===== src/rtl/bslot_pkg.sv =====
package bslot_pkg;

    // Serial timing format selected at the fmt_idl port
    typedef enum logic {
        FMT_GCI = 1'b0,
        FMT_IDL = 1'b1
    } fmt_e;

endpackage


===== src/rtl/bslot_sync.sv =====
module bslot_sync #(
    parameter int WIDTH  = 3,
    parameter int STAGES = 2
) (
    input  logic             clk,
    input  logic             rst_n,
    input  logic [WIDTH-1:0] async_i,
    output logic [WIDTH-1:0] sync_o
);

    logic [WIDTH-1:0] stage_q [STAGES];

    for (genvar s = 0; s < STAGES; s++) begin : g_stage
        logic [WIDTH-1:0] stage_d;
        if (s == 0) begin : g_first
            assign stage_d = async_i;
        end else begin : g_next
            assign stage_d = stage_q[s-1];
        end
        always_ff @(posedge clk or negedge rst_n) begin
            if (!rst_n) stage_q[s] <= '0;
            else        stage_q[s] <= stage_d;
        end
    end

    assign sync_o = stage_q[STAGES-1];

endmodule


===== src/rtl/bslot_timing.sv =====
module bslot_timing
    import bslot_pkg::*;
#(
    parameter int CNT_W = 6
) (
    input  logic             clk,
    input  logic             rst_n,
    input  fmt_e             fmt,
    input  logic             dclk_s,
    input  logic             fs_s,
    output logic             rise_evt,
    output logic             fall_evt,
    output logic [CNT_W-1:0] pos
);

    localparam logic [CNT_W-1:0] CNT_IDLE = '1;

    typedef struct packed {
        logic             dclk;
        logic             fs_last;
        logic [CNT_W-1:0] cnt;
    } tim_t;

    tim_t tim_d, tim_q;
    logic fmt_edge;
    logic sync_evt;

    always_comb begin
        tim_d    = tim_q;
        rise_evt = dclk_s & ~tim_q.dclk;
        fall_evt = ~dclk_s & tim_q.dclk;
        fmt_edge = (fmt == FMT_GCI) ? rise_evt : fall_evt;
        sync_evt = fmt_edge & fs_s & ~tim_q.fs_last;

        tim_d.dclk = dclk_s;
        if (fmt_edge) tim_d.fs_last = fs_s;

        // rising edges are numbered from the sync edge; saturate when idle
        if (sync_evt)
            tim_d.cnt = '0;
        else if (rise_evt && tim_q.cnt != CNT_IDLE)
            tim_d.cnt = tim_q.cnt + 1'b1;

        pos = tim_d.cnt;
    end

    always_ff @(posedge clk or negedge rst_n) begin
        if (!rst_n) begin
            tim_q.dclk    <= 1'b0;
            tim_q.fs_last <= 1'b0;
            tim_q.cnt     <= CNT_IDLE;
        end else begin
            tim_q <= tim_d;
        end
    end

endmodule


===== src/rtl/bslot_lane.sv =====
module bslot_lane
    import bslot_pkg::*;
#(
    parameter int DATA_W    = 8,
    parameter int CNT_W     = 6,
    parameter int IDL_B1_AT = 1,
    parameter int IDL_B2_AT = 11
) (
    input  logic              clk,
    input  logic              rst_n,
    input  fmt_e              fmt,
    input  logic              b2_sel,
    input  logic              rise_evt,
    input  logic              fall_evt,
    input  logic [CNT_W-1:0]  pos,
    input  logic              rxd_s,
    input  logic [DATA_W-1:0] tx_byte,
    output logic              txd,
    output logic              txd_en,
    output logic [DATA_W-1:0] rx_byte,
    output logic              rx_valid
);

    localparam int GCI_SPAN = DATA_W * 2;
    localparam int IDL_SPAN = DATA_W;

    typedef struct packed {
        logic [DATA_W-2:0] tx_sh;
        logic              txd;
        logic              txd_en;
        logic [DATA_W-2:0] rx_sh;
        logic [DATA_W-1:0] rx_byte;
        logic              rx_valid;
    } lane_t;

    lane_t lane_d, lane_q;

    logic [CNT_W-1:0]  start;
    logic [CNT_W-1:0]  span;
    logic [CNT_W-1:0]  off;
    logic              in_win;
    logic              last;
    logic              bit_edge;
    logic              cap_half;
    logic              cap_evt;
    logic [DATA_W-1:0] rx_full;

    always_comb begin
        if (fmt == FMT_GCI) begin
            start    = b2_sel ? CNT_W'(GCI_SPAN) : '0;
            span     = CNT_W'(GCI_SPAN);
        end else begin
            start    = b2_sel ? CNT_W'(IDL_B2_AT) : CNT_W'(IDL_B1_AT);
            span     = CNT_W'(IDL_SPAN);
        end
        off      = pos - start;
        in_win   = (pos >= start) && (off < span);
        last     = (off == span - 1'b1);
        bit_edge = (fmt == FMT_GCI) ? ~off[0] : 1'b1;
        cap_half = (fmt == FMT_GCI) ?  off[0] : 1'b1;
        cap_evt  = (fmt == FMT_GCI) ? rise_evt : fall_evt;
        rx_full  = {lane_q.rx_sh, rxd_s};

        lane_d          = lane_q;
        lane_d.rx_valid = 1'b0;

        // transmit: bits change on rising edges inside the window
        if (rise_evt) begin
            if (in_win) begin
                lane_d.txd_en = 1'b1;
                if (off == '0) begin
                    lane_d.txd   = tx_byte[DATA_W-1];
                    lane_d.tx_sh = tx_byte[DATA_W-2:0];
                end else if (bit_edge) begin
                    lane_d.txd   = lane_q.tx_sh[DATA_W-2];
                    lane_d.tx_sh = {lane_q.tx_sh[DATA_W-3:0], 1'b0};
                end
            end else begin
                lane_d.txd_en = 1'b0;
            end
        end
        if (fall_evt && in_win && last)
            lane_d.txd_en = 1'b0;

        // receive: one sample per cell on the format's capture edge
        if (cap_evt && in_win && cap_half) begin
            lane_d.rx_sh = rx_full[DATA_W-2:0];
            if (last) begin
                lane_d.rx_byte  = rx_full;
                lane_d.rx_valid = 1'b1;
            end
        end
    end

    always_ff @(posedge clk or negedge rst_n) begin
        if (!rst_n) lane_q <= '0;
        else        lane_q <= lane_d;
    end

    assign txd      = lane_q.txd;
    assign txd_en   = lane_q.txd_en;
    assign rx_byte  = lane_q.rx_byte;
    assign rx_valid = lane_q.rx_valid;

endmodule


===== src/rtl/bslot_port.sv =====
module bslot_port
    import bslot_pkg::*;
#(
    parameter int DATA_W      = 8,
    parameter int SYNC_STAGES = 2,
    parameter int CNT_W       = 6,
    parameter int IDL_B1_AT   = 1,
    parameter int IDL_B2_AT   = 11
) (
    input  logic              clk,
    input  logic              rst_n,
    input  logic              fmt_idl,
    input  logic              b2_sel,
    input  logic              dclk,
    input  logic              fsync,
    input  logic              rxd,
    input  logic [DATA_W-1:0] tx_byte,
    output logic              txd,
    output logic              txd_en,
    output logic [DATA_W-1:0] rx_byte,
    output logic              rx_valid
);

    localparam int LINE_W = 3;

    logic [LINE_W-1:0] line_s;
    logic              rise_evt;
    logic              fall_evt;
    logic [CNT_W-1:0]  pos;
    fmt_e              fmt;

    assign fmt = fmt_e'(fmt_idl);

    bslot_sync #(
        .WIDTH  (LINE_W),
        .STAGES (SYNC_STAGES)
    ) u_sync (
        .clk     (clk),
        .rst_n   (rst_n),
        .async_i ({dclk, fsync, rxd}),
        .sync_o  (line_s)
    );

    bslot_timing #(
        .CNT_W (CNT_W)
    ) u_timing (
        .clk      (clk),
        .rst_n    (rst_n),
        .fmt      (fmt),
        .dclk_s   (line_s[2]),
        .fs_s     (line_s[1]),
        .rise_evt (rise_evt),
        .fall_evt (fall_evt),
        .pos      (pos)
    );

    bslot_lane #(
        .DATA_W    (DATA_W),
        .CNT_W     (CNT_W),
        .IDL_B1_AT (IDL_B1_AT),
        .IDL_B2_AT (IDL_B2_AT)
    ) u_lane (
        .clk      (clk),
        .rst_n    (rst_n),
        .fmt      (fmt),
        .b2_sel   (b2_sel),
        .rise_evt (rise_evt),
        .fall_evt (fall_evt),
        .pos      (pos),
        .rxd_s    (line_s[0]),
        .tx_byte  (tx_byte),
        .txd      (txd),
        .txd_en   (txd_en),
        .rx_byte  (rx_byte),
        .rx_valid (rx_valid)
    );

endmodule


===== config.mk =====
export PLATFORM = sky130hd
export DESIGN_NAME = bslot_port
export DESIGN_NICKNAME = d
export VERILOG_FILES = /design/src/rtl/bslot_pkg.sv /design/src/rtl/bslot_sync.sv /design/src/rtl/bslot_timing.sv /design/src/rtl/bslot_lane.sv /design/src/rtl/bslot_port.sv
export SDC_FILE = /design/constraint.sdc
export NUM_CORES = 1
export LEC_CHECK = 0
export ABC_AREA = 1
export BUFFER_PORTS_ARGS = -buffer_cell sky130_fd_sc_hd__buf_2
export CORE_MARGIN = 1.5
export CORE_UTILIZATION = 40
export DETAILED_ROUTE_END_ITERATION = 6
export GPL_ROUTABILITY_DRIVEN = 0
export PLACE_DENSITY = 0.64
export SETUP_SLACK_MARGIN = 0.2
export SLEW_MARGIN = 15
export SYNTH_ARGS = -nofsm -noshare
export SYNTH_HDL_FRONTEND = slang
export SYNTH_SLANG_ARGS = --single-unit
export TNS_END_PERCENT = 100

===== constraint.sdc =====
create_clock -name clk -period 4.13 [get_ports clk]
set_input_delay 0.2065 -clock clk [delete_from_list [all_inputs] [get_ports clk]]
set_output_delay 0.2065 -clock clk [all_outputs]
set_load 0.01 [all_outputs]

==> results.toml <==
[run_status]
status = "complete, no violations"

[timing]
period_share = 0.8931
worst-slew-pin-transition_ps = 855.0
fin_skew_ps = 10.88
finalSetupViolations = 0
slew_headroom = 0.4300
fin_crit_ps = 3688
final.setup.tns_ps = 0
hold_viol = 0
fin_ws_ps = 441.6
holdWs_ps = 18.17
slew_viol_final = 0
rsz0062_at_grt = "no"
max_freq_mhz = 271.1

[final_layout]
area_growth_pct = 16.26
diodes = 0
drive_above_1_share = 0.3061
final_util = 0.4936
fin_nets = 318
layout_common_cells = "81 x nand2_1, 35 x inv_1, 33 x dfrtp_1"
final_common_cell = "nand2_1"
fin_cells = 364
fin_area_sq_mm = 0.002585

[run]
max_cap_viol_count = 0

[placed_design]
dpl_cell_area_sq_mm = 0.002349
placedCellCount = 346
dp_slack_ps = 155.9
hpwl_microns = 3052
numPortBuffers = 25

[die]
io_pins = 26
core_sq_mm = 0.005238
die_h_microns = 77.56
die_area_sq_mm = 0.006015
die_x_microns = 77.56
rows = 26
start_util = 0.4245

[setup_path]
crit_type = "reg2reg"
arrival_ps = 3870
critPathCaptureType = "flip-flop"
cp-start-kind = "flip-flop"
crit_fanout = 7
crit_required_ps = 4310

[global_routing]
grt_pass1_wl_microns = 7238
antenna_found_initial = 0
grt_max_degree = 40
grt_pass1_vias = 1606
grtUsageTotal = 0.1532
overflow = 0

[detailed_routing]
ant_nets = 0
wl_microns = 4234
drt_iter0_drc = 84
route.detailed.drc = 0
dr.pass1.iters = 4
via_count = 1686
vias_per_cell = 4.632
wire_per_inst_microns = 11.63

[logic_synthesis]
synth_cells = 262
synth_area_sq_mm = 0.002223
syn_area_per_cell_sq_um = 8.486
syn-num-nets = 287
yosysSeqAreaShare = 0.4423
yosysWarnings = 0
synthDistinctLibCells = 29
synth-seq-cells = 39

[clock_network]
htreeDepth = 2
clk_pin_slew_worst_paths_ps = 80
clock_path_buffers = 2
cts_tree = "done"
cts_hold_buf = 0
clk_latency_ps = 290
numCtsBuffers = 5
clockRootBuffer = "clkbuf_8"
cts_sinks = 39

[power]
p_leak_nw = 1.388
power.total_mw = 1.490
pwr_density_cell_mw_per_mm2 = 576.3
vdd_drop_max_mv = 0.2341

[min_path]
hold_class = "in2async"
[kinds of logic (layout without fill, tap and decap cells)]
group	Yosys count	after routing	synth area share
fa+ha+maj	10	10	0.05965
simple gates	137	138	0.3089
buf+inv	48	79	0.1019
flops	39	39	0.4423
compound gates	28	28	0.08723
[worst paths after layout]
path	cells after the start	endpoint	startpoint	slack, ps
worst min register to register	0	u_sync.sync_o[0]$_DFF_PN0_	u_sync.g_stage[1].stage_d[0]$_DFF_PN0_	350
worst max register to register	26	u_lane.lane_q[15]$_DFFE_PN0P_	u_timing.tim_q[0]$_DFF_PN1_	440
worst min-delay path	1	u_lane.lane_q[20]$_DFFE_PN0P_	rst_n	20
max in group asynchronous	1	u_timing.tim_q[6]$_DFFE_PN0N_	rst_n	3560
min in group clk	1	u_sync.g_stage[1].stage_d[0]$_DFF_PN0_	rxd	20
worst max-delay path	26	u_lane.lane_q[15]$_DFFE_PN0P_	u_timing.tim_q[0]$_DFF_PN1_	440
[cell usage after synthesis, drive strengths merged]
cell type | count | area, sq um
dfstp | 6 | 157.7
o21ai | 17 | 118.9
nand4 | 9 | 56.30
buf | 11 | 87.58
a21oi | 9 | 60.06
fa | 1 | 20.02
nand3 | 13 | 100.1
nor2 | 18 | 111.4
nand2 | 95 | 406.6
dfrtp | 33 | 825.8
o21a | 1 | 7.510
nand3b | 1 | 7.510
nor3 | 1 | 5.000
inv | 37 | 138.9
o21bai | 1 | 7.510
ha | 9 | 112.6
[state kept, by name, summed over array words and instances, names as in the netlist]
| name | flops |
|---|---|
| u_sync.g_stage.stage_d | 3 |
| u_sync.sync_o | 3 |
| u_timing.tim_q | 8 |
| u_lane.lane_q | 14 |
| u_lane.rx_valid | 1 |
| u_lane.rx_byte | 8 |
| u_lane.txd_en | 1 |
| u_lane.txd | 1 |
[layout make-up]
class	instances	area (sq um)
inverters	37	138.9
clock buffers	7	96.34
repair buffers	34	196.4
multi-input cells	176	1075
clock inverters	1	7.507
well taps	70	87.58
fillers	493	2653
flip-flops and latches	39	983.4
[power breakdown]
group          internal (mW)  switching [mW]
sequential             0.480          0.0526
clock                  0.152           0.131
combinational          0.255           0.419
total                  0.887           0.603
[layer usage]
| layer | routed length (microns) | share of wire | global-route usage |
|---|---|---|---|
| met5 | 0 | 0 | 0 |
| met1 | 2088 | 0.49 | 0.2064 |
| met3 | 162 | 0.038 | 0.03412 |
| met2 | 1901 | 0.45 | 0.2386 |
| met4 | 82 | 0.019 | 0.06182 |
[critical path, stage by stage (launching register included)]
cell and delay, ps:
dfstp_2 600, ha_4 150, nand3_1 100, nor2_2 160, nor2_2 80, nor2_2 160, nor3_4 70, inv_1 80
ha_1 160, inv_2 50, fa_2 360, inv_1 70, nand2_2 70, nand2_2 70, nand2_1 50, nand2_1 100
nand2_4 100, inv_1 60, ha_1 210, inv_1 60, o21bai_1 70, nor2_2 140, nand2_2 110, nor2_8 220
buf_6 140, nand2_1 50, o21a_1 90
[timing repair]
item	CTS	global route
pin swaps	0	7
setup buffers	0	9
setup endpoints to repair	8	25
cloned	0	1
endpoints found under the hold margin	0	0
gates resized for setup	1	15
Note: power is estimated with default switching activity, not from simulation.
